## src/rtl/mulPkg.sv

```systemverilog
`timescale 1ns/1ps
package mulPkg;
  localparam int unsigned MUL_W = 8;
  localparam int unsigned MUL_PW = 2 * MUL_W;
endpackage

```

## src/rtl/cmp42Cell.sv

```systemverilog
`timescale 1ns/1ps
module cmp42Cell (
  input  logic inA,
  input  logic inB,
  input  logic inC,
  input  logic inD,
  input  logic carryIn,
  output logic sumOut,
  output logic carryOut,
  output logic carryFwd
);
  logic abDiff;
  logic mVal;
  logic nVal;

  always_comb begin
    abDiff   = inA ^ inB;
    mVal     = abDiff ^ inC;
    nVal     = carryIn ^ inD;
    sumOut   = mVal ^ nVal;
    carryFwd = abDiff ? inC : inA;
    carryOut = nVal ? mVal : carryIn;
  end
endmodule

```

## src/rtl/rowCompress.sv

```systemverilog
`timescale 1ns/1ps
module rowCompress #(
  parameter int unsigned PW = 16
) (
  input  logic [PW-1:0] rowA,
  input  logic [PW-1:0] rowB,
  input  logic [PW-1:0] rowC,
  input  logic [PW-1:0] rowD,
  output logic [PW-1:0] sumRow,
  output logic [PW-1:0] carRow
);
  logic [PW-2:0] fwd;
  logic [PW-2:0] cOut;

  for (genvar i = 0; i < PW; i++) begin : bitCol
    if (i == 0) begin : lsbCell
      cmp42Cell uCell (
        .inA(rowA[i]), .inB(rowB[i]), .inC(rowC[i]), .inD(rowD[i]),
        .carryIn(1'b0), .sumOut(sumRow[i]), .carryOut(cOut[i]), .carryFwd(fwd[i])
      );
    end else if (i < PW - 1) begin : midCell
      cmp42Cell uCell (
        .inA(rowA[i]), .inB(rowB[i]), .inC(rowC[i]), .inD(rowD[i]),
        .carryIn(fwd[i-1]), .sumOut(sumRow[i]), .carryOut(cOut[i]), .carryFwd(fwd[i])
      );
    end else begin : msbSum
      assign sumRow[i] = rowA[i] ^ rowB[i] ^ rowC[i] ^ rowD[i] ^ fwd[i-1];
    end
  end

  assign carRow = {cOut, 1'b0};
endmodule

```

## src/rtl/ppGen.sv

```systemverilog
`timescale 1ns/1ps
module ppGen #(
  parameter int unsigned WIDTH = 8,
  localparam int unsigned PW = 2 * WIDTH
) (
  input  logic [WIDTH-1:0] opA,
  input  logic [WIDTH-1:0] opB,
  output logic [PW-1:0]    ppRows [WIDTH],
  output logic             ppLsb
);
  always_comb begin
    for (int r = 0; r < WIDTH; r++) begin
      ppRows[r] = {{WIDTH{1'b0}}, opA & {WIDTH{opB[r]}}} << r;
    end
    ppRows[0][0] = 1'b0;
    ppLsb = opA[0] & opB[0];
  end
endmodule

```

## src/rtl/mulTree.sv

```systemverilog
`timescale 1ns/1ps
module mulTree #(
  parameter int unsigned WIDTH = 8,
  localparam int unsigned PW = 2 * WIDTH,
  localparam int unsigned LEVELS = $clog2(WIDTH) - 1
) (
  input  logic [PW-1:0] ppRows [WIDTH],
  output logic [PW-1:0] total
);
  for (genvar l = 0; l < LEVELS; l++) begin : lvlBlk
    localparam int unsigned IN_ROWS = WIDTH >> l;
    localparam int unsigned OUT_ROWS = IN_ROWS / 2;
    logic [PW-1:0] src [IN_ROWS];
    logic [PW-1:0] nxt [OUT_ROWS];

    if (l == 0) begin : fromPp
      assign src = ppRows;
    end else begin : fromPrev
      assign src = lvlBlk[l-1].nxt;
    end

    for (genvar g = 0; g < OUT_ROWS / 2; g++) begin : grp
      rowCompress #(.PW(PW)) uRow (
        .rowA(src[4*g]), .rowB(src[4*g+1]), .rowC(src[4*g+2]), .rowD(src[4*g+3]),
        .sumRow(nxt[2*g]), .carRow(nxt[2*g+1])
      );
    end
  end

  assign total = lvlBlk[LEVELS-1].nxt[0] + lvlBlk[LEVELS-1].nxt[1];
endmodule

```

## src/rtl/baseMulCompress.sv

```systemverilog
`timescale 1ns/1ps
module baseMulCompress #(
  parameter int unsigned WIDTH = mulPkg::MUL_W,
  localparam int unsigned PW = 2 * WIDTH
) (
  input  logic [WIDTH-1:0] opA,
  input  logic [WIDTH-1:0] opB,
  output logic [PW-1:0]    product
);
  logic [PW-1:0] ppRows [WIDTH];
  logic          ppLsb;
  logic [PW-1:0] treeSum;

  ppGen #(.WIDTH(WIDTH)) uPp (
    .opA(opA), .opB(opB), .ppRows(ppRows), .ppLsb(ppLsb)
  );

  mulTree #(.WIDTH(WIDTH)) uTree (
    .ppRows(ppRows), .total(treeSum)
  );

  assign product = treeSum | {{(PW-1){1'b0}}, ppLsb};
endmodule

```

## config.mk

```make
export PLATFORM = sky130hd
export DESIGN_NAME = baseMulCompress
export DESIGN_NICKNAME = d
export VERILOG_FILES = /design/src/rtl/mulPkg.sv /design/src/rtl/cmp42Cell.sv /design/src/rtl/rowCompress.sv /design/src/rtl/ppGen.sv /design/src/rtl/mulTree.sv /design/src/rtl/baseMulCompress.sv
export SDC_FILE = /design/constraint.sdc
export NUM_CORES = 1
export LEC_CHECK = 0
export ABC_AREA = 1
export CORE_MARGIN = 5
export CORE_UTILIZATION = 55
export DETAILED_ROUTE_END_ITERATION = 10
export MAX_ROUTING_LAYER = met4
export PLACE_DENSITY_LB_ADDON = 0.12
export RECOVER_POWER = 25
export SETUP_SLACK_MARGIN = 0.4
export SLEW_MARGIN = 20
export SYNTH_ARGS = -nofsm -noshare
export SYNTH_HDL_FRONTEND = slang
export SYNTH_SLANG_ARGS = --single-unit
```

## constraint.sdc

```tcl
create_clock -name vclk -period 4.7
set_input_delay 0.47 -clock vclk [all_inputs]
set_output_delay 0.47 -clock vclk [all_outputs]
set_load 0.01 [all_outputs]
```

==> summary.md, run 1 <==
| Metric | Value |
|---|---|
| Max Cap Viol | `0` |
| Die Y-Extent | `79.1 um` |
| CP max stage cell | `sky130_fd_sc_hd__dlygate4sd3_1` |
| Worst setup EP type | `output port` |
| Internal power consumption | `0.000500 W` |
| Total cell area at the placement stage | `3340 um2` |
| Per-cell via count in the routed design | `a little over 5` |
| Share of power burned in the clock network | `0%` |
| Avg WL per Cell | `11.0 um` |
| Total number of yosys warnings | `0` |
| Cell Area, Synth | `2630 um2` |
| Final design utilization | `73.7%` |
| Worst Slack Setup Final | `roughly 0.46 ns` |
| Total Routed Length | `6510 um` |
| Crit path top cell by count | `sky130_fd_sc_hd__nand2_1` |
| Pwr dens | `304 nW/um2` |
| Max-slew violations | `0` |
| Overall routing resource usage | `21.4%` |
| # nets final | `585` |
| Most area-hungry cell type in the Yosys netlist | `sky130_fd_sc_hd__nand2_1` |
| IO Count | `32` |
| Worst hold-check path type | `input pin to output port` |
| Maximum clock frequency | `236 MHz` |
| Sequential fraction of the synthesis area | `0%` |
| Unrepaired setup endpoints after global routing | `true` |
| Critical path peak fanout | `7` |
| Required arrival time at the worst endpoint | `4.23 ns` |
| DRC violations left | `0` |
| Multi-input combinational cell area | `2370 um2` |
| Syn Inst Count | `457` |
| Number of clock buffers in the layout | `0` |
| Number of inserted diodes | `0` |
| Static power due to leakage | `2.11 nW` |
| Die footprint | `6250 um2` |
| Fin area | `3460 um2` |
| Worst slack, placed | `-0.301 ns` |
| Detailed placement HPWL | `5440 um` |
| Syn_nets | `500` |
| Number of antenna violations at the first check in global routing | `0` |
| Worst setup path category | `input pin to output port` |
| Gate power share | `100.0%` |
| Layout Area Growth over Synthesis | `31.8%` |
| Layout sequential cell count | `0` |
| Run status | `complete, no violations` |
| Total number of vias | `around 3,000` |
| Clock period minus worst slack | `4.24 ns` |
| Antenna-violating nets left | `0` |
| DRC marker count from the first detailed-route iteration | `around 120` |
| Quantity of hold-fixing buffers added after cts | `0` |
| Number of global-route vias before repair | `2,851` |
| X dimension of the die | `79.1 um` |
| Routability congestion estimate | `0.840` |
| Buffering stage count on the worst path with inverters included | `2` |
| Total congestion overflow after global routing | `0` |
| Largest vdd supply drop | `between 0.2 and 0.25 mV` |
| Initial DRT Pass Iterations | `4` |
| Proportion of power drawn by flip-flops and latches | `0%` |
| Largest net degree at the start of global routing | `9` |
| Switch Pwr | `0.000553 W` |
| Slew of the pin with the lowest slew margin | `0.270 ns` |
| Worst Path Arrival | `about 3.8 ns` |
| Initial Util | `55.9%` |
| Count of input and output buffers | `32` |
| Final worst path period share | `90.3%` |
| Area share of the largest cell type after synthesis | `22.9%` |
| Syn_area_per_cell | `5.74 um2` |
| Delay contributed by the slowest stage of the critical path | `around 0.67 ns` |
| Footprint of the flip-flops and latches | `0 um2` |
| Top post-synthesis cells by area | `sky130_fd_sc_hd__nand2_1, sky130_fd_sc_hd__ha_1, sky130_fd_sc_hd__inv_1` |
| Switching part of the total | `a little over half` |
| CP cell instances | `dlygate4sd3_1 > nand2_1 > nand3_1 > nand2_1 > nand2_1 > nand2_1 > nand2_1 > nand2_1 > nand3_1 > nand2_1 > fa_1 > ha_4 > nand2_4 > nor3b_4 > nor2_1 > nor2_1 > nor2_1 > nor2_1 > nor2_1 > xor2_1 > buf_2` |
| Filler cells | `407` |
| Placeable core region | `~4700 um2` |
| Distinct cell type count of the synthesized netlist | `43` |
| Kind of launch point of the worst setup path | `input pin` |
| Global-route wire length before repair | `11,300 um` |
| Cell family with most CP delay | `simple AND/OR/NAND/NOR gates` |
| Row Count | `25` |
| Setup violation total in the final timing report | `0` |
| Post-route worst hold slack | `approximately 1.7 ns` |
| Final hold vios | `0` |
| Share of post-route cells with drive strength above 1 | `32.6%` |
| Worst rel slew slack | `81.9%` |
| Overall power after layout | `0.00105 W` |
layout make-up:
class | count | area share (%)
Tap cell | 54 | 1.95
Multi-Input combinational cell | 371 | 68.6
Timing Repair Buffer | 104 | 22.4
Inverter | 65 | 7.05
layer usage:
layer | wire length (um) | part of all wire (%) | GRT usage [%]
met3 | 166 | 2.5 | 0.340
met4 | 86 | 1.3 | 2.06
met5 | 0 | 0 | -
met2 | 3350 | 51 | 42.3
met1 | 2910 | 45 | 24.9
cell usage after synthesis (all sizes together):
cell type / count
nand2: 184
inv: 65
nand3: 43
nor2: 29
xor2: 26
ha: 23
buf: 20
a21oi: 14
a21boi: 8
o21ai: 7
nand4: 5
xnor2: 5
fa: 4
nor3: 4
maj3: 3
nand3b: 3
or2: 3
a21o: 2
nor3b: 2
o2111ai: 2
a22o: 1
a31oi: 1
and2: 1
clkbuf: 1
o221ai: 1
worst paths after layout:
path	from	endpoint	slack, ns	depth (start not counted)
worst min-delay path	opA[7]	product[15]	1.69	7
worst max-delay path	opA[0]	product[12]	0.46	21
placed cells by master (no fill, tap or decap), types with 12 or more instances in the layout:
master                       n
sky130_fd_sc_hd__inv_2      12
sky130_fd_sc_hd__clkbuf_2   14
sky130_fd_sc_hd__xor2_1     18
sky130_fd_sc_hd__nand2_2    27
sky130_fd_sc_hd__ha_1       20
sky130_fd_sc_hd__nor2_1     27
sky130_fd_sc_hd__buf_4      71
sky130_fd_sc_hd__inv_1      53
sky130_fd_sc_hd__nand3_1    35
sky130_fd_sc_hd__nand2_1   156
timing repair:
| action | CTS | global route |
|---|---|---|
| gates resized for setup | 45 | 57 |
| pin swaps | 9 | 16 |
| setup endpoints to repair | 10 | 8 |
| cloned | 0 | 0 |
| setup buffers | 2 | 4 |
power groups by stage:
stage,combinational (W),clock (W),sequential [W]
3_3_place_gp,0.000943,0,0
3_5_place_dp,0.000966,0,0
6_report,0.00105,0,0
5_1_grt,0.00116,0,0
2_1_floorplan,0.000560,0,0
4_1_cts,0.000984,0,0
kinds of logic after synthesis:
family,synth area share [%]
compound gates,9.44
simple gates,48.0
fa+ha+maj,15.2
xor+xnor,11.5
buf+inv,15.9
metrics by stage:
step,std cells,setup TNS [ns]
floorplan,457,0
global placement,588,-0.679
detailed placement,588,-1.19
CTS,590,0
global route,594,0
finish,594,0
Power figures use the tool's default switching activity.
==> inputs of run 2 (changes only) <==
--- a/config.mk
+++ b/config.mk
@@ -13,7 +13,7 @@
 export PLACE_DENSITY_LB_ADDON = 0.12
 export RECOVER_POWER = 25
 export SETUP_SLACK_MARGIN = 0.4
-export SLEW_MARGIN = 20
+export SLEW_MARGIN = 10
 export SYNTH_ARGS = -nofsm -noshare
 export SYNTH_HDL_FRONTEND = slang
 export SYNTH_SLANG_ARGS = --single-unit
==> results of run 2 <==
No change in the layout: final DEF, timing and power equal those of run 1.
==> inputs of run 3 (changes only) <==
--- a/config.mk
+++ b/config.mk
@@ -5,7 +5,6 @@
 export SDC_FILE = /design/constraint.sdc
 export NUM_CORES = 1
 export LEC_CHECK = 0
-export ABC_AREA = 1
 export CORE_MARGIN = 5
 export CORE_UTILIZATION = 55
 export DETAILED_ROUTE_END_ITERATION = 10
==> run 3 against run 2 <==
  * Maximum frequency down 2.5%
  * Critical path depth fell by 5
  * Worst hold slack improved by 0.17 ns
  * Largest power group unchanged
  * Sequential share of layout area is the same
  * Combinational power up 20%
  * Flip-flop and latch count is the same
  * Wire length grew 11%
  * Cell count shrank 25%
  * Highest routed layer unchanged
  * Setup slack got worse by 0.11 ns
  * Critical path type unchanged
  * Global-route usage grew 0.80 points
==> summary.md, run 3 <==
| Metric | Value |
|---|---|
| Total congestion overflow after global routing | `0` |
| Die footprint | `5540 um2` |
| Kind of launch point of the worst setup path | `input pin` |
| Syn Inst Count | `302` |
| Switch Pwr | `0.000572 W` |
| DRC violations left | `0` |
| Syn_nets | `345` |
| Worst setup EP type | `output port` |
| Pwr dens | `approximately 360 nW/um2` |
| Die Y-Extent | `approximately 74 um` |
| Run status | `complete, no violations` |
| IO Count | `32` |
| Commonest cells after routing, fill and taps aside | `sky130_fd_sc_hd__buf_4, sky130_fd_sc_hd__nand2_1, sky130_fd_sc_hd__xnor2_1` |
| Required arrival time at the worst endpoint | `between 4 and 5 ns` |
| Area share of the largest cell type after synthesis | `17.6%` |
| Filler cells | `roughly 210` |
| # nets final | `439` |
| Total cell area at the placement stage | `3060 um2` |
| Most area-hungry cell type in the Yosys netlist | `sky130_fd_sc_hd__xnor2_1` |
| Number of inserted diodes | `0` |
| Highest metal layer used by the detailed router | `met4` |
| Proportion of power drawn by flip-flops and latches | `0%` |
| Layout sequential cell count | `0` |
| Routability congestion estimate | `0.857` |
| Detailed placement HPWL | `about 4600 um` |
| Global-route wire length before repair | `9880 um` |
| Cell Area, Synth | `around 2300 um2` |
| Overall power after layout | `0.00126 W` |
| Total number of vias | `2,537` |
| Max-slew violations | `0` |
| Max Cap Viol | `0` |
| Met1 layer wirelength in the final routing | `2750 um` |
| Worst setup path category | `input pin to output port` |
| Footprint of the flip-flops and latches | `0 um2` |
| Maximum clock frequency | `230 MHz` |
| Most common library cells after synthesis | `sky130_fd_sc_hd__nand2_1, sky130_fd_sc_hd__xnor2_1, sky130_fd_sc_hd__ha_1` |
| Count of input and output buffers | `32` |
| Critical path peak fanout | `6` |
| Setup violation total in the final timing report | `0` |
| # placed instances | `431` |
| Initial DRT Pass Iterations | `4` |
| Overall routing resource usage | `between 20% and 30%` |
| Quantity of hold-fixing buffers added after cts | `0` |
| Final hold vios | `0` |
| Worst Path Arrival | `about 3.9 ns` |
| Antenna-violating nets left | `0` |
| X dimension of the die | `around 74 um` |
| Avg WL per Cell | `between 15 and 20 um` |
| Total Routed Length | `7210 um` |
| Worst rel slew slack | `74.3%` |
| Met3 wirelength from detailed routing | `approximately 390 um` |
| Multi-input combinational cell area | `between 2000 and 2500 um2` |
| Delay contributed by the slowest stage of the critical path | `0.43 ns` |
| Top post-synthesis cells by area | `sky130_fd_sc_hd__xnor2_1, sky130_fd_sc_hd__ha_1, sky130_fd_sc_hd__nand2_1` |
| Placeable core region | `4000 um2` |
| Number of global-route vias before repair | `~2,300` |
| Internal power consumption | `0.000688 W` |
| Number of antenna violations at the first check in global routing | `0` |
| Syn_area_per_cell | `~7.6 um2` |
| Cell Count, Final, Fillers Out | `approximately 440` |
| Worst hold-check path type | `input pin to output port` |
| Largest net degree at the start of global routing | `12` |
| Gate power share | `100.0%` |
| Unrepaired setup endpoints after global routing | `true` |
| Crit path top cell by count | `sky130_fd_sc_hd__a21oi_2` |
| Fin area | `3470 um2` |
| Row Count | `23` |
| Detailed route wirelength on metal2 | `3860 um` |
| Static power due to leakage | `1.67 nW` |
| Layout Area Growth over Synthesis | `51.9%` |
| CP cell instances | `clkdlybuf4s15_1 > buf_4 > a22o_1 > a211o_1 > o211ai_2 > xnor2_2 > xor3_2 > xor3_1 > ha_4 > a21o_1 > a21oi_2 > o21bai_1 > a21oi_2 > o21a_1 > xnor2_1 > buf_2` |
| Distinct cell type count of the synthesized netlist | `42` |
| Clock period minus worst slack | `4.36 ns` |
| Final worst path period share | `between 90% and 100%` |
| Worst slack, placed | `-0.538 ns` |
| DRC marker count from the first detailed-route iteration | `around 110` |
| Most common cell after layout, fill and taps aside | `sky130_fd_sc_hd__buf_4` |
| Largest vdd supply drop | `0.212 mV` |
| Total number of yosys warnings | `0` |
| Sequential fraction of the synthesis area | `0%` |
| Most frequently used cell type in the post-synthesis netlist | `sky130_fd_sc_hd__nand2_1` |
| Worst Slack Setup Final | `0.344 ns` |
| Initial Util | `between 50 and 60%` |
| Slew of the pin with the lowest slew margin | `between 0.3 and 0.4 ns` |
| Switching part of the total | `45.4%` |
| Per-cell via count in the routed design | `5.71` |
| CP max stage cell | `sky130_fd_sc_hd__xor3_1` |
| Share of power burned in the clock network | `0%` |
| Final design utilization | `86.7%` |
| Share of post-route cells with drive strength above 1 | `40.1%` |
| Number of clock buffers in the layout | `0` |
[run 3: cell types whose count changed after synthesis, sizes merged, moves of 4 or more]
| cell | change |
|---|---|
| xor3 | +4 |
| nor2 | -22 |
| nand2 | -130 |
| xnor2 | +42 |
| o211ai | +8 |
| and2 | +16 |
| inv | -56 |
| clkbuf | +4 |
| o21ai | +5 |
| xor2 | -11 |
| a21boi | -6 |
| nand4 | -5 |
| maj3 | +15 |
| nand3 | -35 |
[run 3: final timing paths]
kind   start          end  slack [ns]  cells after the start
max   opA[1]  product[13]        0.34                     16
min   opB[0]   product[0]        1.86                      4
[run 3: what timing repair did]
item / 4_1_cts / 5_1_grt
resized for setup: 68 / 73
pin swaps: 26 / 39
cloned: 0 / 0
setup endpoints to repair: 9 / 8
setup buffers: 5 / 8
[run 3: area by class of cell]
cell class,instances,area share (%)
multi-input cells,271,70.8
inverters,9,0.974
repair buffers,114,26.5
well taps,50,1.80
[run 3: power groups by stage]
| stage | logic (W) | registers [W] | clock network, W |
|---|---|---|---|
| after floorplan | 0.000606 | 0 | 0 |
| after global placement | 0.00105 | 0 | 0 |
| after detailed placement | 0.00108 | 0 | 0 |
| after CTS | 0.00115 | 0 | 0 |
| after global routing | 0.00135 | 0 | 0 |
| final | 0.00126 | 0 | 0 |
[run 3: logic make-up (layout without fill, tap and decap cells)]
family,after synthesis,in the layout,share of synthesized area (%)
AND/OR/NAND/NOR,99,99,20.3
AO/OA/AOI/OAI,59,59,18.4
adder cells (fa/ha/maj),45,45,24.1
XOR/XNOR,68,68,30.2
buffers and inverters,31,123,6.96
[run 3: metrics by stage]
stage | TNS, ns | hold WS (ns)
6_report | 0 | 1.86
5_1_grt | 0 | 1.91
4_1_cts | 0 | 1.94
3_5_place_dp | -2.55 | 2.21
3_3_place_gp | -1.98 | 2.22
2_1_floorplan | 0 | 1.35
[run 3: per-layer routing]
layer | vias up | GRT usage [%]
li1 | 1226 | -
met1 | 1188 | 27.7
met2 | 99 | 41.7
met3 | 24 | 0.405
met4 | 0 | 1.58
met5 | - | -
[run 3: worst max-delay path, delay by kind of cell]
kind                     cells  cell delay [ns]
adder cells (fa/ha/maj)      1             0.27
XOR/XNOR                     4             1.04
buffers and inverters        3             0.59
AO/OA/AOI/OAI                8             1.51
